==> config.mk <==
export PLATFORM = sky130hd
export DESIGN_NAME = amo_unit
export DESIGN_NICKNAME = d
export VERILOG_FILES = /design/src/rtl/amo_pkg.sv /design/src/rtl/amo_rr_arb.sv /design/src/rtl/amo_alu.sv /design/src/rtl/amo_mem.sv /design/src/rtl/amo_unit.sv
export SDC_FILE = /design/constraint.sdc
export NUM_CORES = 1
export LEC_CHECK = 0
export ABC_CLOCK_PERIOD_IN_PS = 3700
export BUFFER_PORTS_ARGS = -buffer_cell sky130_fd_sc_hd__buf_4
export CAP_MARGIN = 15
export CORE_ASPECT_RATIO = 1.2
export CORE_UTILIZATION = 54
export CTS_CLUSTER_DIAMETER = 30
export DETAILED_ROUTE_END_ITERATION = 10
export PLACE_DENSITY = 0.79
export SYNTH_ARGS = -nofsm -noshare
export SYNTH_HDL_FRONTEND = slang
export SYNTH_SLANG_ARGS = --single-unit
export TNS_END_PERCENT = 30
==> constraint.sdc <==
create_clock -name clk_i -period 3.7 [get_ports clk_i]
set_clock_uncertainty 0.2 [all_clocks]
set_input_delay 0.37 -clock clk_i [delete_from_list [all_inputs] [get_ports clk_i]]
set_output_delay 0.37 -clock clk_i [all_outputs]
set_load 0.02 [all_outputs]
==> src/rtl/amo_pkg.sv <==
package amo_pkg;
  localparam int OPW = 3;
  localparam logic [OPW-1:0] OP_LD  = 3'd0;
  localparam logic [OPW-1:0] OP_ST  = 3'd1;
  localparam logic [OPW-1:0] OP_TAS = 3'd2;
  localparam logic [OPW-1:0] OP_FAA = 3'd3;
  localparam logic [OPW-1:0] OP_SWP = 3'd4;
  localparam logic [OPW-1:0] OP_CAS = 3'd5;

  typedef enum logic [1:0] {
    ST_IDLE = 2'd0,
    ST_RD   = 2'd1,
    ST_WR   = 2'd2
  } amo_state_e;
endpackage

==> src/rtl/amo_rr_arb.sv <==
module amo_rr_arb #(
  parameter int N  = 3,
  localparam int IW = (N > 1) ? $clog2(N) : 1
) (
  input  logic          clk_i,
  input  logic          rst_ni,
  input  logic          en_i,
  input  logic [N-1:0]  req_i,
  output logic [N-1:0]  gnt_o,
  output logic [IW-1:0] gnt_idx_o
);
  logic [IW-1:0] last_q;
  logic          found;

  always_comb begin
    found     = 1'b0;
    gnt_idx_o = '0;
    for (int k = 0; k < N; k++) begin
      int c;
      c = int'(last_q) + 1 + k;
      if (c >= N) c = c - N;
      if (c >= N) c = c - N;
      if (!found && req_i[c]) begin
        found     = 1'b1;
        gnt_idx_o = IW'(c);
      end
    end
    gnt_o = '0;
    if (en_i && found) gnt_o[gnt_idx_o] = 1'b1;
  end

  always_ff @(posedge clk_i or negedge rst_ni) begin
    if (!rst_ni) last_q <= IW'(N - 1);
    else if (en_i && found) last_q <= gnt_idx_o;
  end

  // granted requester must actually be requesting
  p_gnt_has_req_r10: assert property (@(posedge clk_i) disable iff (!rst_ni)
    ((gnt_o & ~req_i) == '0));
  // a requesting line may not be skipped when the unit is free
  p_gnt_when_free_r10: assert property (@(posedge clk_i) disable iff (!rst_ni)
    (en_i && (req_i != '0)) |-> $onehot(gnt_o));
endmodule

==> src/rtl/amo_alu.sv <==
module amo_alu
  import amo_pkg::*;
#(
  parameter int DW = 8
) (
  input  logic [OPW-1:0] op_i,
  input  logic [DW-1:0]  old_i,
  input  logic [DW-1:0]  opa_i,
  input  logic [DW-1:0]  opb_i,
  output logic [DW-1:0]  new_o,
  output logic           wr_o,
  output logic           ok_o,
  output logic           err_o
);
  always_comb begin
    new_o = old_i;
    wr_o  = 1'b0;
    ok_o  = 1'b0;
    err_o = 1'b0;
    unique case (op_i)
      OP_LD:  ;
      OP_ST:  begin wr_o = 1'b1; new_o = opa_i; end
      OP_TAS: begin wr_o = (old_i == '0); new_o = DW'(1); end
      OP_FAA: begin wr_o = 1'b1; new_o = old_i + opa_i; end
      OP_SWP: begin wr_o = 1'b1; new_o = opa_i; end
      OP_CAS: begin
        ok_o  = (old_i == opa_i);
        wr_o  = ok_o;
        new_o = opb_i;
      end
      default: err_o = 1'b1;
    endcase
  end
endmodule

==> src/rtl/amo_mem.sv <==
module amo_mem #(
  parameter int DW = 8,
  parameter int AW = 4,
  localparam int DEPTH = 1 << AW
) (
  input  logic          clk_i,
  input  logic          rst_ni,
  input  logic          en_i,
  input  logic          we_i,
  input  logic [AW-1:0] addr_i,
  input  logic [DW-1:0] wdata_i,
  output logic [DW-1:0] rdata_o
);
  logic [DW-1:0] mem_q [DEPTH];

  always_ff @(posedge clk_i or negedge rst_ni) begin
    if (!rst_ni) begin
      for (int i = 0; i < DEPTH; i++) mem_q[i] <= '0;
      rdata_o <= '0;
    end else if (en_i) begin
      if (we_i) mem_q[addr_i] <= wdata_i;
      else      rdata_o <= mem_q[addr_i];
    end
  end
endmodule

==> src/rtl/amo_unit.sv <==
module amo_unit
  import amo_pkg::*;
#(
  parameter int N_REQ = 3,
  parameter int DW    = 8,
  parameter int AW    = 4,
  localparam int IW   = (N_REQ > 1) ? $clog2(N_REQ) : 1
) (
  input  logic                 clk_i,
  input  logic                 rst_ni,
  input  logic [N_REQ-1:0]     req_valid_i,
  input  logic [N_REQ*OPW-1:0] req_op_i,
  input  logic [N_REQ*AW-1:0]  req_addr_i,
  input  logic [N_REQ*DW-1:0]  req_opa_i,
  input  logic [N_REQ*DW-1:0]  req_opb_i,
  output logic [N_REQ-1:0]     req_ready_o,
  output logic [N_REQ-1:0]     rsp_valid_o,
  output logic [DW-1:0]        rsp_data_o,
  output logic                 rsp_ok_o,
  output logic                 rsp_err_o
);
  amo_state_e     state_q;
  logic [IW-1:0]  idx_q, gnt_idx;
  logic [OPW-1:0] op_q;
  logic [AW-1:0]  addr_q;
  logic [DW-1:0]  opa_q, opb_q;
  logic [N_REQ-1:0] gnt;

  logic          mem_en, mem_we;
  logic [DW-1:0] mem_rdata, alu_new;
  logic          alu_wr, alu_ok, alu_err;

  amo_rr_arb #(.N(N_REQ)) u_arb (
    .clk_i     (clk_i),
    .rst_ni    (rst_ni),
    .en_i      (state_q == ST_IDLE),
    .req_i     (req_valid_i),
    .gnt_o     (gnt),
    .gnt_idx_o (gnt_idx)
  );

  amo_alu #(.DW(DW)) u_alu (
    .op_i  (op_q),
    .old_i (mem_rdata),
    .opa_i (opa_q),
    .opb_i (opb_q),
    .new_o (alu_new),
    .wr_o  (alu_wr),
    .ok_o  (alu_ok),
    .err_o (alu_err)
  );

  assign mem_we = (state_q == ST_WR) && alu_wr;
  assign mem_en = (state_q == ST_RD) || mem_we;

  amo_mem #(.DW(DW), .AW(AW)) u_mem (
    .clk_i   (clk_i),
    .rst_ni  (rst_ni),
    .en_i    (mem_en),
    .we_i    (mem_we),
    .addr_i  (addr_q),
    .wdata_i (alu_new),
    .rdata_o (mem_rdata)
  );

  assign req_ready_o = gnt;

  always_ff @(posedge clk_i or negedge rst_ni) begin
    if (!rst_ni) begin
      state_q <= ST_IDLE;
      idx_q   <= '0;
      op_q    <= '0;
      addr_q  <= '0;
      opa_q   <= '0;
      opb_q   <= '0;
    end else begin
      unique case (state_q)
        ST_IDLE: if (gnt != '0) begin
          state_q <= ST_RD;
          idx_q   <= gnt_idx;
          op_q    <= req_op_i[int'(gnt_idx)*OPW +: OPW];
          addr_q  <= req_addr_i[int'(gnt_idx)*AW +: AW];
          opa_q   <= req_opa_i[int'(gnt_idx)*DW +: DW];
          opb_q   <= req_opb_i[int'(gnt_idx)*DW +: DW];
        end
        ST_RD:   state_q <= ST_WR;
        ST_WR:   state_q <= ST_IDLE;
        default: state_q <= ST_IDLE;
      endcase
    end
  end

  always_ff @(posedge clk_i or negedge rst_ni) begin
    if (!rst_ni) begin
      rsp_valid_o <= '0;
      rsp_data_o  <= '0;
      rsp_ok_o    <= 1'b0;
      rsp_err_o   <= 1'b0;
    end else if (state_q == ST_WR) begin
      rsp_valid_o        <= '0;
      rsp_valid_o[idx_q] <= 1'b1;
      rsp_data_o         <= alu_err ? '0 : mem_rdata;
      rsp_ok_o           <= alu_ok;
      rsp_err_o          <= alu_err;
    end else begin
      rsp_valid_o <= '0;
      rsp_ok_o    <= 1'b0;
      rsp_err_o   <= 1'b0;
    end
  end

  p_one_ready_r9: assert property (@(posedge clk_i) disable iff (!rst_ni)
    $onehot0(req_ready_o));
  p_busy_no_grant_r9: assert property (@(posedge clk_i) disable iff (!rst_ni)
    (req_ready_o != '0) |=> (req_ready_o == '0) ##1 (req_ready_o == '0));
  p_rsp_latency_r8: assert property (@(posedge clk_i) disable iff (!rst_ni)
    (req_ready_o != '0) |-> ##3 (rsp_valid_o == $past(req_ready_o, 3)));
  p_one_rsp_r8: assert property (@(posedge clk_i) disable iff (!rst_ni)
    $onehot0(rsp_valid_o));
  p_rmw_pair_r11: assert property (@(posedge clk_i) disable iff (!rst_ni)
    mem_we |-> ($past(mem_en && !mem_we) && ($past(addr_q) == addr_q)));
  p_err_no_write_r7: assert property (@(posedge clk_i) disable iff (!rst_ni)
    rsp_err_o |-> !$past(mem_we));
  p_ok_only_cas_r6: assert property (@(posedge clk_i) disable iff (!rst_ni)
    rsp_ok_o |-> ($past(op_q) == OP_CAS) && $past(mem_we));
endmodule

Word-level counts from Yosys, hierarchy flattened
Index checks and enable logic that the tools add are counted.
{"block": "op_classes", "magnitude_cmp": 15, "multipliers": 1, "bitwise_logic": 2, "mux": 42, "n_addsub": 10, "n_eq_ne": 9, "n_shift": 4, "reduce_logical": 20}
{"cell": "two-way mux 32 bit", "count": 6}
{"cell": "greater-or-equal comparator 32 x 3 -> 1 bit (second input constant)", "count": 5}
{"cell": "subtractor 32 x 3 -> 32 bit (second input constant)", "count": 5}
{"cell": "bitwise mux 128 bit", "count": 1}
{"cell": "less-than comparator 32 x 4 -> 1 bit (second input constant)", "count": 3}
{"cell": "variable part select 24 x 6 -> 8 bit", "count": 2}
{"cell": "adder 32 x 2 -> 32 bit (second input constant)", "count": 1}
{"cell": "adder 32 x 3 -> 32 bit (second input constant)", "count": 1}
{"cell": "binary-select mux 8 bit (select 4 bit)", "count": 1}
{"cell": "demux 8 bit (select 4 bit)", "count": 1}
{"cell": "two-way mux 8 bit", "count": 4}
{"cell": "case mux 8 bit (4 select lines)", "count": 1}
{"cell": "two-way mux 1 bit", "count": 15}
{"cell": "variable part select 12 x 5 -> 4 bit", "count": 1}
{"cell": "variable part select 9 x 5 -> 3 bit", "count": 1}
{"cell": "adder 8 bit", "count": 1}
{"cell": "equality test 8 bit", "count": 1}
{"cell": "logical NOT 8 bit", "count": 1}
{"cell": "two-way mux 2 bit", "count": 4}
{"cell": "logical AND 1 bit", "count": 7}
{"cell": "binary-select mux 1 bit (select 2 bit)", "count": 3}
{"cell": "equality test 3 x 2 -> 1 bit (second input constant)", "count": 2}
{"cell": "equality test 3 bit (second input constant)", "count": 2}
{"cell": "less-than comparator 2 x 3 -> 1 bit (second input constant)", "count": 2}
{"cell": "26 further kinds", "count": 32}
{"block": "totals", "out_inout_bits": 16, "inputBits": 74, "word_cells": 131, "reg_bits": 178}

Depth between registers and ports, before layout
{"block": "depth", "depth_word": 23, "mapped_depth": 12, "ltp_nobuf": 9}

Hierarchy
Synthesis repeated with hierarchy kept, for this count alone.
{"block": "hier_totals", "cells_unflattened": 715, "hier_area_um2": 9467.8}
{"module": "amo_mem", "area_each_um2": 6259.8, "seq_area_each_um2": 3403.3, "n_inst": 1, "cells_each": 400}
{"module": "amo_unit", "area_each_um2": 2110.8, "seq_area_each_um2": 1001.0, "n_inst": 1, "cells_each": 162}
{"module": "amo_alu", "area_each_um2": 787.0, "seq_area_each_um2": 0.0, "n_inst": 1, "cells_each": 119}
{"module": "amo_rr_arb", "area_each_um2": 310.3, "seq_area_each_um2": 51.3, "n_inst": 1, "cells_each": 34}

Worst setup path after synthesis
Ideal clock, no wire load.
{"block": "synth_path", "path_kind": "reg2out", "start": "register u_arb.last_q[1]", "end": "output port req_ready_o[1]", "stages_incl_launch_ff": 9, "arrival_ps": 2287, "path_slack_ps": 843, "n_path_buf": 2, "t_required_ps": 3130, "path_cell_list": "dfstp_2 -> ha_1 -> inv_1 -> mux2_2 -> o21ai_1 -> a21boi_1 -> buf_6 -> buf_2 -> nor3_1"}
{"block": "synth_between", "elab_chain_cells": 20, "word_cells_on_any_way": 47, "cone_classes": "add/sub: 9; order compare: 8; mux: 24; reduce/logical: 6"}
{"item": "from (decl)", "line_no": "amo_rr_arb.sv:12", "rtl": "logic [IW-1:0] last_q;"}
{"item": "from (signal assigned)", "line_no": "amo_rr_arb.sv:33", "rtl": "if (!rst_ni) last_q <= IW'(N - 1);"}
{"item": "from (signal assigned)", "line_no": "amo_rr_arb.sv:34", "rtl": "else if (en_i && found) last_q <= gnt_idx_o;"}
{"item": "adder 2 x 1 -> 3 bit *", "line_no": "amo_rr_arb.sv:20", "rtl": "c = int'(last_q) + 1 + k;"}
{"item": "parallel branches: the longest is 18 deep, another holds adder 32 x 2 -> 32 bit"}
{"item": "two-way mux 3 bit *", "line_no": "amo_rr_arb.sv:29", "rtl": "if (en_i && found) gnt_o[gnt_idx_o] = 1'b1;"}
{"item": "to (decl)", "line_no": "amo_unit.sv:16", "rtl": "output logic [N_REQ-1:0] req_ready_o,"}
Every way passes the cells marked *. The select of a mux whose other input is x is not followed.

Final worst setup path
{"block": "layout_path", "start": "register u_arb.last_q[0]", "end": "output port req_ready_o[1]"}
Same word-level chain as after synthesis.

==> flow_metrics.tcl <==
set metrics [dict create \
    wl_per_cell_um 20.1 \
    grt_first_pass_wirelength_mm 32.8 \
    cp_num_buf_inv 4 \
    floorplan.die.height_um 145 \
    worstHoldPathType "input pin to register" \
    critical_path.startpoint_type "register" \
    drtIter0Drc 276 \
    global_route.usage.met2_pct 42.1 \
    layout.cell_area.non_filler_sq_um 10700 \
    synthDistinctLibCells 52 \
    top_achievable_clock_speed_ghz 0.300 \
    setup.worst_path.end_class "output port" \
    worst_case_setup_margin_in_the_final_layout_ns 0.364 \
    globalRoute.busiestLayer "met2" \
    unrepaired_setup_endpoints_after_global_routing "false" \
    start_util_pct 55.8 \
    vias_after_detailed_routing 5931 \
    ant_nets 0 \
    ctsResizeCount 0 \
    wl_mm 20.1 \
    worst_ep_arrival_time_ns 2.77 \
    period_minus_slack_ns 3.34 \
    cts_tree "built" \
    crit_type "register to output port" \
    port_buffers 89 \
    cts_root_buf "sky130_fd_sc_hd__clkbuf_16" \
    timing.critical_path.required_ns 3.13 \
    largest_area_contributor_in_the_netlist "sky130_fd_sc_hd__dfrtp_1" \
    clk_pin_slew_worst_paths_ns 0.06 \
    multiInputGateArea_sq_um 4480 \
    die_area_sq_um 17500 \
    syn_area_sq_um 9190 \
    synth.yosys.warnings 0 \
    num_cts_buffers 17 \
    post_route_cells_drive_above_1_share_pct 45.6 \
    ys_ff_latch 178 \
    utilization_pct 65.2 \
    final-max-slew-violation-count 0 \
    fp.coreArea_sq_um 16500 \
    maxSlewHeadroom_pct 32.0 \
    yosysSeqAreaShare_pct 48.5 \
    via_per_inst 5.93 \
    htree_levels 4 \
    place_worst_setup_slack_ns 0.603 \
    grt_max_degree 98 \
    placed_cell_area_sq_um 10100 \
    run_status "complete, no violations" \
    power_dens_cells_nw_per_um2 914 \
    cp_slowest_stage_delay_ns 0.40 \
    finish.net_count 861 \
    dp_hpwl_mm 13.9 \
    tightest_slew_ns 1.02 \
    finalWeightedCongestion 0.918 \
    hold_ws_ns 0.0788 \
    detail_route.drc_violations 0 \
    final.fill_count 1185 \
    rows 51 \
    path_max_fanout 24 \
    post-place-cells 967 \
    skew_pair_late_insertion_delay_ns 0.43 \
    i_o_pin_count 90 \
    path_delay_family "buffers and inverters" \
    yosys.area.top_type_share_pct 48.2 \
    area_delta_synth_final_pct 16.9 \
    grtUsageMet3_pct 4.68 \
    cp_cell_sequence "inv_1 -> ha_1 -> inv_1 -> mux2_2 -> o21ai_1 -> a21boi_4 -> buf_4 -> nor3_1 -> buf_4" \
    grt.total_usage_pct 24.5 \
    ctsLongestPathBuffers 2 \
    finalCritPeriodShare_pct 90.2 \
    final-seq-area_sq_um 4460 \
    global_route.usage.met1_pct 29.6 \
    tns_ns 0 \
    n_antenna_cell 0 \
    critical-path-slowest-cell "sky130_fd_sc_hd__ha_1" \
    postSynthAreaPerCell_sq_um 13.3 \
    grt_pass1_vias 6282 \
    ir_drop_mv 0.410 \
    post_synth_inst_count 690 \
    width_of_the_chip_um 121 \
    postSynth.topFlopCell "sky130_fd_sc_hd__dfrtp_1" \
    grt_residual_overflow 0 \
    drt_pass1_iterations 4 \
    power.static_leakage_nw 5.21 \
    synth_top_area_cells "sky130_fd_sc_hd__dfrtp_1 48%, sky130_fd_sc_hd__mux2_2 17%, sky130_fd_sc_hd__mux4_2 9.8%, sky130_fd_sc_hd__mux2i_1 3.2%, sky130_fd_sc_hd__mux2_4 2.8%" \
    power_mw 9.81 \
    post_synth_arst_share_pct 100 \
    report.final.setup_viol 0 \
    final_cells 1000 \
    grt_antenna_before_repair 0 \
    max_cap_violations 0 \
    synthesis.nets 776 \
    cts.sink_count 178 \
    synth-edff-count 0 \
    hold_viol 0 \
]
[worst paths after layout]
check / from / end / slack [ns] / cells after the start
worst max-delay path: u_arb.last_q[0] / req_ready_o[1] / 0.36 / 9
worst min-delay path: req_opb_i[17] / opb_q[1] / 0.08 / 4
worst max register to register: u_mem.rdata_o[1] / u_mem.mem_q[111] / 0.53 / 8
worst min register to register: idx_q[0] / rsp_valid_o[2] / 0.28 / 1
max in group asynchronous: rst_ni / u_arb.last_q[1] / 1.96 / 3
min in group asynchronous: rst_ni / addr_q[3] / 0.37 / 2
[power by group]
part           internal (mW)  leakage (nW)  total [mW]  switching (mW)
clock network           1.16         0.308        1.88           0.729
logic                   2.31          2.51        4.67            2.36
registers               2.64          2.39        3.26           0.614
total                   6.11          5.21        9.81            3.70
[metal layers]
layer,up-vias,share of wire [%]
met5,-,0
met4,0,2.7
met3,37,4.5
met2,163,52
met1,3032,41
li1,2699,-
[worst register-to-register path, stage by stage (launching register included)]
cell and delay, ns:
sky130_fd_sc_hd__dfrtp_1 0.47, sky130_fd_sc_hd__ha_1 0.35, sky130_fd_sc_hd__a21o_1 0.13, sky130_fd_sc_hd__a21oi_1 0.10
sky130_fd_sc_hd__o31ai_1 0.39, sky130_fd_sc_hd__xnor2_1 0.21, sky130_fd_sc_hd__nor2_1 0.09, sky130_fd_sc_hd__a311oi_2 0.83
sky130_fd_sc_hd__mux2_2 0.32
[synthesized netlist by cell type (all sizes together) (2+ instances only)]
cell type  instances
nor2b              7
nor3b              2
a21o               4
nor3               9
o21ai             40
a22oi              2
a22o               9
nor4b              2
ha                11
mux2             161
nand2             54
buf               20
xor2               2
o22ai              3
clkbuf            24
inv               15
mux4              40
nand3              7
mux2i             29
nor4               3
a21oi             23
a31oi              2
dfrtp            177
nand2b             8
a211oi             3
o31ai              2
xnor2              5
nor2              14
[cell type report]
cell class / count / share of cell area [%]
multi-input combinational: 453 / 41.7
clock inverter: 7 / 1.13
tap: 212 / 2.47
inverter: 15 / 0.524
timing repair buffer: 110 / 7.98
clock buffer: 25 / 4.71
sequential: 178 / 41.5
[registers in the layout (all words and copies together), names as in the netlist]
signal / cells
addr_q: 4
idx_q: 2
op_q: 3
opa_q: 8
opb_q: 8
rsp_data_o: 8
rsp_err_o: 1
rsp_ok_o: 1
rsp_valid_o: 3
state_q: 2
u_arb.last_q: 2
u_mem.mem_q: 128
u_mem.rdata_o: 8
[cell usage in the layout (no fill, tap or decap), types with 3 or more instances in the layout]
cell                        Yosys  routed
sky130_fd_sc_hd__nand3_1        4       4
sky130_fd_sc_hd__nor2b_1        7       7
sky130_fd_sc_hd__a211oi_1       3       3
sky130_fd_sc_hd__buf_4          0     106
sky130_fd_sc_hd__nor3_1         9       9
sky130_fd_sc_hd__nor2_1        13      13
sky130_fd_sc_hd__mux4_2        40      40
sky130_fd_sc_hd__mux2i_1       29      29
sky130_fd_sc_hd__bufinv_16      0       3
sky130_fd_sc_hd__nand2_1       45      45
sky130_fd_sc_hd__a22o_1         9       9
sky130_fd_sc_hd__inv_1         15      15
sky130_fd_sc_hd__clkinv_4       0       3
sky130_fd_sc_hd__mux2_2       142     142
sky130_fd_sc_hd__nand2b_1       8       8
sky130_fd_sc_hd__clkbuf_1      24       3
sky130_fd_sc_hd__nand2_2        9       9
sky130_fd_sc_hd__o21ai_0       36      36
sky130_fd_sc_hd__ha_1          11      11
sky130_fd_sc_hd__clkbuf_16      0      17
sky130_fd_sc_hd__xnor2_1        5       5
sky130_fd_sc_hd__dfrtp_1      177     176
sky130_fd_sc_hd__a21o_1         4       4
sky130_fd_sc_hd__mux2_4        17      17
sky130_fd_sc_hd__a21oi_1       23      23
sky130_fd_sc_hd__o21ai_1        4       4
sky130_fd_sc_hd__clkbuf_8       0       5
sky130_fd_sc_hd__o22ai_1        3       3
[cells by family (layout without fill, tap and decap cells)]
kind of cell	Yosys count	count (layout)	share of synthesized area [%]
AO/OA/AOI/OAI	95	95	6.22
XOR/XNOR	7	7	0.667
adder cells (fa/ha/maj)	12	12	1.72
buffers and inverters	59	157	2.93
flip-flops	178	178	48.5
multiplexers	230	230	33.4
AND/OR/NAND/NOR	109	109	6.62
[what timing repair did]
| action | 4_1_cts | 5_1_grt |
|---|---|---|
| hold endpoints to repair | 95 | 0 |
| setup buffers | 0 | 0 |
| hold buffers | 1 | 0 |
Power figures use the tool's default switching activity.
